===== config.mk =====
export PLATFORM = sky130hd
export DESIGN_NAME = line_encoder
export DESIGN_NICKNAME = d
export VERILOG_FILES = /design/src/rtl/line_enc_pkg.sv /design/src/rtl/lc_phase_ctl.sv /design/src/rtl/lc_mark_polarity.sv /design/src/rtl/line_encoder.sv
export SDC_FILE = /design/constraint.sdc
export NUM_CORES = 1
export LEC_CHECK = 0
export CORE_AREA = 2 2 39 41
export DETAILED_ROUTE_END_ITERATION = 8
export DIE_AREA = 0 0 41 43
export DONT_BUFFER_PORTS = 1
export GPL_ROUTABILITY_DRIVEN = 0
export PLACE_DENSITY = 0.35
export SYNTH_ARGS = -nofsm -noshare
export SYNTH_HDL_FRONTEND = slang
export SYNTH_SLANG_ARGS = --single-unit

===== constraint.sdc =====
create_clock -name clk -period 2.96 [get_ports clk]
set_clock_uncertainty 0.2 [all_clocks]
set_input_delay 0.592 -clock clk [delete_from_list [all_inputs] [get_ports clk]]
set_output_delay 0.592 -clock clk [all_outputs]
set_load 0.02 [all_outputs]

===== src/rtl/line_enc_pkg.sv =====
package line_enc_pkg;
  localparam int MODE_W = 2;
  localparam int LVL_W  = 2;

  typedef enum logic [MODE_W-1:0] {
    MODE_UNI   = 2'd0,
    MODE_POL   = 2'd1,
    MODE_AMI   = 2'd2,
    MODE_SPLIT = 2'd3
  } lc_mode_e;

  localparam logic [LVL_W-1:0] LVL_POS  = 2'b01;
  localparam logic [LVL_W-1:0] LVL_ZERO = 2'b00;
  localparam logic [LVL_W-1:0] LVL_NEG  = 2'b11;

  // Level for the first half of a bit; last_pos = previous mark was positive
  function automatic logic [LVL_W-1:0] first_half(lc_mode_e m, logic d, logic last_pos);
    logic [LVL_W-1:0] r;
    case (m)
      MODE_UNI:   r = d ? LVL_POS : LVL_ZERO;
      MODE_POL:   r = d ? LVL_POS : LVL_NEG;
      MODE_AMI:   r = d ? (last_pos ? LVL_NEG : LVL_POS) : LVL_ZERO;
      default:    r = d ? LVL_POS : LVL_NEG;
    endcase
    return r;
  endfunction

  // Second half: split-phase inverts the sign, the rest hold
  function automatic logic [LVL_W-1:0] second_half(lc_mode_e m, logic [LVL_W-1:0] first);
    return (m == MODE_SPLIT) ? (~first + 1'b1) : first;
  endfunction
endpackage


===== src/rtl/lc_phase_ctl.sv =====
module lc_phase_ctl (
  input  logic clk,
  input  logic rst_n,
  input  logic half_tick,
  output logic bit_start,
  output logic mid_bit,
  output logic bit_strobe
);
  logic phase;

  assign bit_start = half_tick & ~phase;
  assign mid_bit   = half_tick &  phase;

  always_ff @(posedge clk) begin
    if (!rst_n) begin
      phase      <= 1'b0;
      bit_strobe <= 1'b0;
    end else begin
      if (half_tick) phase <= ~phase;
      bit_strobe <= bit_start;
    end
  end

  p_strobe_after_start_r11: assert property (@(posedge clk) disable iff (!rst_n)
    bit_start |=> bit_strobe);
  p_strobe_single_r11: assert property (@(posedge clk) disable iff (!rst_n)
    bit_strobe |-> !$past(bit_strobe));
endmodule


===== src/rtl/lc_mark_polarity.sv =====
module lc_mark_polarity (
  input  logic clk,
  input  logic rst_n,
  input  logic mark_evt,
  output logic last_pos
);
  always_ff @(posedge clk) begin
    if (!rst_n)        last_pos <= 1'b0;
    else if (mark_evt) last_pos <= ~last_pos;
  end

  p_mark_flips_r4: assert property (@(posedge clk) disable iff (!rst_n)
    mark_evt |=> (last_pos != $past(last_pos)));
  p_no_mark_holds_r4: assert property (@(posedge clk) disable iff (!rst_n)
    !mark_evt |=> $stable(last_pos));
endmodule


===== src/rtl/line_encoder.sv =====
module line_encoder
  import line_enc_pkg::*;
(
  input  logic              clk,
  input  logic              rst_n,
  input  logic              half_tick,
  input  logic              data_in,
  input  logic [MODE_W-1:0] mode_sel,
  output logic [LVL_W-1:0]  level_out,
  output logic              bit_strobe
);
  logic     bit_start, mid_bit, last_pos, mark_evt;
  lc_mode_e mode_now, mode_q;

  assign mode_now = lc_mode_e'(mode_sel);
  assign mark_evt = bit_start && (mode_now == MODE_AMI) && data_in;

  lc_phase_ctl u_phase (
    .clk(clk), .rst_n(rst_n), .half_tick(half_tick),
    .bit_start(bit_start), .mid_bit(mid_bit), .bit_strobe(bit_strobe)
  );

  lc_mark_polarity u_pol (
    .clk(clk), .rst_n(rst_n), .mark_evt(mark_evt), .last_pos(last_pos)
  );

  always_ff @(posedge clk) begin
    if (!rst_n) begin
      mode_q    <= MODE_UNI;
      level_out <= LVL_ZERO;
    end else if (bit_start) begin
      mode_q    <= mode_now;
      level_out <= first_half(mode_now, data_in, last_pos);
    end else if (mid_bit) begin
      level_out <= second_half(mode_q, level_out);
    end
  end

  p_level_legal_r2: assert property (@(posedge clk) disable iff (!rst_n)
    level_out != 2'b10);
  p_hold_no_tick_r12: assert property (@(posedge clk) disable iff (!rst_n)
    !half_tick |=> $stable(level_out));
  p_nrz_hold_r8: assert property (@(posedge clk) disable iff (!rst_n)
    (mid_bit && mode_q != MODE_SPLIT) |=> $stable(level_out));
  p_split_flip_r6: assert property (@(posedge clk) disable iff (!rst_n)
    (mid_bit && mode_q == MODE_SPLIT) |=> (level_out != $past(level_out) && level_out != LVL_ZERO));
  p_ami_space_zero_r4: assert property (@(posedge clk) disable iff (!rst_n)
    (bit_start && mode_now == MODE_AMI && !data_in) |=> level_out == LVL_ZERO);
endmodule


==> impl_metrics.py, run 1 <==
metrics = {
    "timing": {
        "rsz0062_at_grt": "false",
        "tns_ps": 0,
        "hold_viol": 0,
        "period_share_pct": 51.2,
        "slew_violations": 0,
        "worstMarginPinSlew_ps": 285,
        "fin_crit_ps": 1510,
        "finalSetupViolCount": 0,
        "relSlewSlack_pct": 81.0,
        "fmax_mhz": 660,
    },
    "clock_network": {
        "worstSkewPairLatency_ps": 250,
        "post_cts_resize_count": 0,
        "hold_buffers": 0,
        "cts_inserted_buffers": 3,
        "post-cts-setup-buffer-count": 0,
        "tritoncts": "done",
        "cts.clk_slew.worst_paths_ps": 50,
        "clockRootBuffer": "clkbuf_4",
        "cts_buffer_depth": 2,
        "cts.htree.levels": 1,
        "clock_sinks": 7,
    },
    "critical_path": {
        "r2r_cells": 3,
        "crit_fanout": 3,
        "startpoint_type": "register",
        "critical_path_depth": 0,
        "crit_arrival_ps": 720,
        "worst_setup_path_end_kind": "output port",
        "crit_type": "register to output port",
        "cp.required_ps": 2170,
    },
    "routing": {
        "wire_per_inst_um": 11.2,
        "met2WireLength_um": 315,
        "viasPerCell": 4.48,
        "m1WireLength_um": 242,
        "finalWirelength_um": 603,
        "drc": 0,
        "ant_nets": 0,
        "drt_first_pass_iters": 5,
        "dr_wl_met3_um": 31,
        "routed-via-count": 242,
        "highest_layer": "met4",
        "drtIter0Drc": 5,
    },
    "global_route": {
        "grt_pass1_wl_um": 1030,
        "antenna_found_initial": 0,
        "grt_max_degree": 9,
        "overflow": 0,
        "grt_pass1_vias": 245,
        "grt_usage_pct": 9.14,
    },
    "synth": {
        "postSynthAreaPerCell_sq_um": 8.94,
        "yosys-top-cells-area": "dfxtp_1 45%, a21oi_1 8.0%, nand2_1 7.2%",
        "synth_area_sq_um": 313,
        "yosys_warnings": 0,
        "yosysSeqAreaShare_pct": 44.8,
        "yosysTopAreaCellShare_pct": 44.8,
        "syn_inst": 35,
        "synth_nets": 41,
        "yosysUniqueCellTypes": 19,
        "synth.ff_latch_count": 7,
        "yosys.area.top_type": "dfxtp_1",
    },
    "die": {
        "fp.dieW_um": 41,
        "pin_count": 9,
        "std_cell_rows": 14,
        "initial_core_util_pct": 22.6,
        "core_sq_mm": 0.00138,
        "dieArea_sq_mm": 0.00176,
        "die_h_um": 43,
    },
    "hold_path": {
        "hold_path_class": "register to register",
        "hold_depth": 2,
    },
    "outcome": {
        "status": "complete, no violations",
    },
    "pwr": {
        "p_seq_share_pct": 51.2,
        "power_frac_comb_pct": 9.2,
        "vdd_drop_max_mv": 0.232,
        "p_int_uw": 162,
        "p_sw_share_pct": 24.0,
        "p_leak_uw": 0.000134,
        "switching_power_uw": 51.2,
        "clock_power_share_pct": 39.6,
        "pwr_density_cell_mw_per_mm2": 612,
    },
    "placed_design": {
        "dpl.hpwl_um": 480,
        "numPortBuffers": 0,
    },
    "final_layout": {
        "final_cell_mix": "7 x dfxtp_1, 6 x nand2_1, 5 x a21oi_1, 3 x clkbuf_4, 2 x inv_1",
        "final_common_cell": "dfxtp_1",
        "drive_gt1_share_pct": 10.5,
        "area_growth_pct": 11.2,
        "fin_util_pct": 25.1,
        "nets": 45,
        "n_antenna_cell": 0,
    },
    "job": {
        "drv_cap": 0,
    },
}
[state kept, by name, summed over array words and instances (netlist names)]
signal,cells
level_out,2
mode_q,2
u_phase.bit_strobe,1
u_phase.phase,1
u_pol.last_pos,1
[cell usage after synthesis (all sizes together)]
cell type and n:
nand2b 1, nor2 1, buf 1, o31ai 1
nand4bb 1, o2111ai 1, a21oi 5, nand2 6
a21bo 1, nor4 1, dfxtp 7, nor2b 1
a21o 1, or2b 1, inv 2, or4 1
xnor2 1, o211a 1, o21ai 1
[power by group through the flow]
stage / clock network, uW / logic, uW / registers (uW)
CTS: 87.7 / 19.7 / 109
detailed placement: 0 / 19.6 / 111
floorplan: 0 / 18.9 / 110
global placement: 0 / 19.2 / 111
finish: 84.4 / 19.6 / 109
global route: 91.8 / 22.1 / 110
[worst paths after layout]
path                                    start        endpoint  slack [ps]
worst max-delay path             level_out[0]    level_out[0]        1450
worst min-delay path                mode_q[0]       mode_q[0]         260
worst max register to register  u_phase.phase  u_pol.last_pos        1450
worst min register to register      mode_q[0]       mode_q[0]         260
[cell type report]
cell class	instances	area, sq um
clock buffers	4	26.3
multi-input cells	25	154
flip-flops and latches	7	140
inverters	2	7.51
fillers	154	1040
well taps	16	20.0
[stage by stage]
| step | setup slack [ps] | power [uW] | hold WS [ps] | instances | instance area, sq um |
|---|---|---|---|---|---|
| floorplan | 1340 | 129 | 237 | 35 | 313 |
| global placement | 1300 | 130 | 247 | 50 | 322 |
| detailed placement | 1280 | 131 | 252 | 50 | 322 |
| CTS | 1440 | 216 | 259 | 54 | 348 |
| global route | 1380 | 224 | 275 | 54 | 348 |
| finish | 1450 | 213 | 262 | 54 | 348 |
[cells by family (layout without fill, tap and decap cells)]
kind of cell	Yosys count	after routing	synth area share, %
XOR/XNOR	1	1	2.80
flip-flops	7	7	44.8
buffers and inverters	3	6	6.00
AO/OA/AOI/OAI	11	11	23.6
AND/OR/NAND/NOR	13	13	22.8
[metal layers]
layer,track usage [%],up-vias
li1,-,129
met1,9.00,106
met2,13.8,5
met3,6.81,2
met4,4.00,0
met5,0,-
(Power assumes the default switching activity.)
==> inputs of run 2 (changes only) <==
==> constraint.sdc (replaced) <==
create_clock -name clk -period 1.5 [get_ports clk]
set_clock_uncertainty 0.2 [all_clocks]
set_input_delay 0.3 -clock clk [delete_from_list [all_inputs] [get_ports clk]]
set_output_delay 0.3 -clock clk [all_outputs]
set_load 0.02 [all_outputs]
==> run 2 against run 1 <==
Final cell count up 9.3%. Combinational power rose to 2.8 times the previous value. Count of clock-buffer cells in the layout unchanged. Power up 100%. Critical path depth up 3. Worst setup slack worse by 1300 ps. Flip-flop and latch count unchanged. Die area unchanged. First-iteration DRC count up 20%. Design area up 13%. Via count up 13%. Hold slack worse by 240 ps. Critical path type is now register to register. Largest power group unchanged.
==> impl_metrics.py, run 2 (synthesis gave the netlist of run 1 again) <==
metrics = {
    "final_layout": {
        "nets": 50,
        "area_growth_pct": 25.6,
        "final_cell_area_sq_um": 393,
        "drive_gt1_share_pct": 14.0,
        "n_antenna_cell": 0,
        "reg_top3": "level_out (2), mode_q (2)",
        "nFillCells": 153,
        "final_common_cell": "dfxtp_1",
        "final_cell_mix": "7 x dfxtp_1, 6 x nand2_1, 5 x a21oi_1, 3 x clkbuf_4, 3 x dlygate4sd3_1",
        "fin_cells": 59,
    },
    "timing": {
        "tns_ps": 0,
        "hold_viol": 0,
        "fmax_mhz": 723,
        "fin_crit_ps": 1380,
        "worstMarginPinSlew_ps": 292,
        "period_share_pct": 92.2,
        "rsz0062_at_grt": "false",
        "slew_violations": 0,
        "finalSetupViolCount": 0,
        "relSlewSlack_pct": 80.5,
        "whs_ps": 23.7,
    },
    "pwr": {
        "switching_power_uw": 107,
        "clock_power_share_pct": 39.0,
        "p_sw_share_pct": 24.5,
        "vdd_drop_max_mv": 0.399,
        "pwr_density_cell_mw_per_mm2": 1110,
        "p_int_uw": 329,
        "power_frac_comb_pct": 12.5,
        "p_leak_uw": 0.000156,
        "power.total_uw": 436,
        "p_seq_share_pct": 48.6,
    },
    "clock_network": {
        "cts_inserted_buffers": 3,
        "cts.clk_slew.worst_paths_ps": 60,
        "worstSkewPairLatency_ps": 250,
        "clock_sinks": 7,
        "cts.htree.levels": 1,
        "clockRootBuffer": "clkbuf_4",
        "hold_buffers": 3,
        "post_cts_resize_count": 0,
        "post-cts-setup-buffer-count": 0,
        "tritoncts": "done",
        "cts_buffer_depth": 2,
    },
    "routing": {
        "finalWirelength_um": 719,
        "wire_per_inst_um": 12.2,
        "routed-via-count": 274,
        "drt_first_pass_iters": 2,
        "ant_nets": 0,
        "viasPerCell": 4.64,
        "drtIter0Drc": 6,
        "drc": 0,
    },
    "critical_path": {
        "crit_type": "register to register",
        "critPathTopFamily": "simple AND/OR/NAND/NOR gates",
        "critPathMaxStageDelay_ps": 470,
        "path_cells": "nand2b_1 -> or4_1 -> a21oi_1",
        "crit_fanout": 5,
        "crit_arrival_ps": 1370,
        "cp.required_ps": 1480,
        "startpoint_type": "register",
        "worst_setup_path_end_kind": "register",
        "path_buf_inv": 0,
        "cp_slowest_cell": "or4_1",
    },
    "global_route": {
        "grt_max_degree": 7,
        "antenna_found_initial": 0,
        "grt_pass1_vias": 310,
        "grt_usage_pct": 11.5,
        "grt_pass1_wl_um": 1320,
        "overflow": 0,
    },
    "placed_design": {
        "dp_cells": 52,
        "numPortBuffers": 0,
        "place_area_sq_um": 337,
    },
    "die": {
        "dieArea_sq_mm": 0.00176,
        "die_h_um": 43,
        "fp.dieW_um": 41,
        "core_sq_mm": 0.00138,
        "std_cell_rows": 14,
        "pin_count": 9,
        "initial_core_util_pct": 22.6,
    },
    "job": {
        "drv_cap": 0,
    },
    "hold_path": {
        "hold_path_class": "input port to register",
    },
    "outcome": {
        "status": "complete, no violations",
    },
}
-- run 2: through the flow --
step	setup slack (ps)	utilization [%]
global placement	159	24.3
CTS	103	28.4
global route	5.23	28.4
finish	116	28.4
floorplan	78.0	-
detailed placement	115	24.3
-- run 2: final cells by class --
cell class	instances	area (sq um)	area share, %
multi-input cells	25	154	39.2
flip-flops and latches	7	140	35.7
repair buffers	5	45.0	11.5
clock buffers	4	26.3	6.69
well taps	16	20.0	5.10
inverters	2	7.51	1.91
-- run 2: power by group through the flow --
stage | Combinational, uW | Sequential (uW) | Clock (uW)
after global placement | 47.9 | 216 | 0
after detailed placement | 48.5 | 216 | 0
after floorplan | 37.4 | 217 | 0
after global routing | 60.7 | 214 | 184
after CTS | 55.1 | 212 | 178
final | 54.5 | 212 | 170
-- run 2: path summary, 6_finish.rpt --
check                           slack (ps)  cells after the start     startpoint             end
worst max-delay path                   120                      3  u_phase.phase  u_pol.last_pos
worst min-delay path                    20                      2      half_tick   u_phase.phase
worst max register to register         120                      3  u_phase.phase  u_pol.last_pos
worst min register to register         260                      2      mode_q[0]       mode_q[0]
-- run 2: worst reg2reg max path, cell delays in order (launching register included) --
cell	delay (ps)
dfxtp_1	330
nand2b_1	170
or4_1	470
a21oi_1	140
-- run 2: per-layer routing --
metal | GRT usage [%] | up-vias | wire length (um)
li1 | - | 140 | -
met1 | 12.9 | 129 | 303
met2 | 16.3 | 3 | 375
met3 | 4.71 | 2 | 28
met4 | 9.33 | 0 | 10
met5 | 0 | - | 0
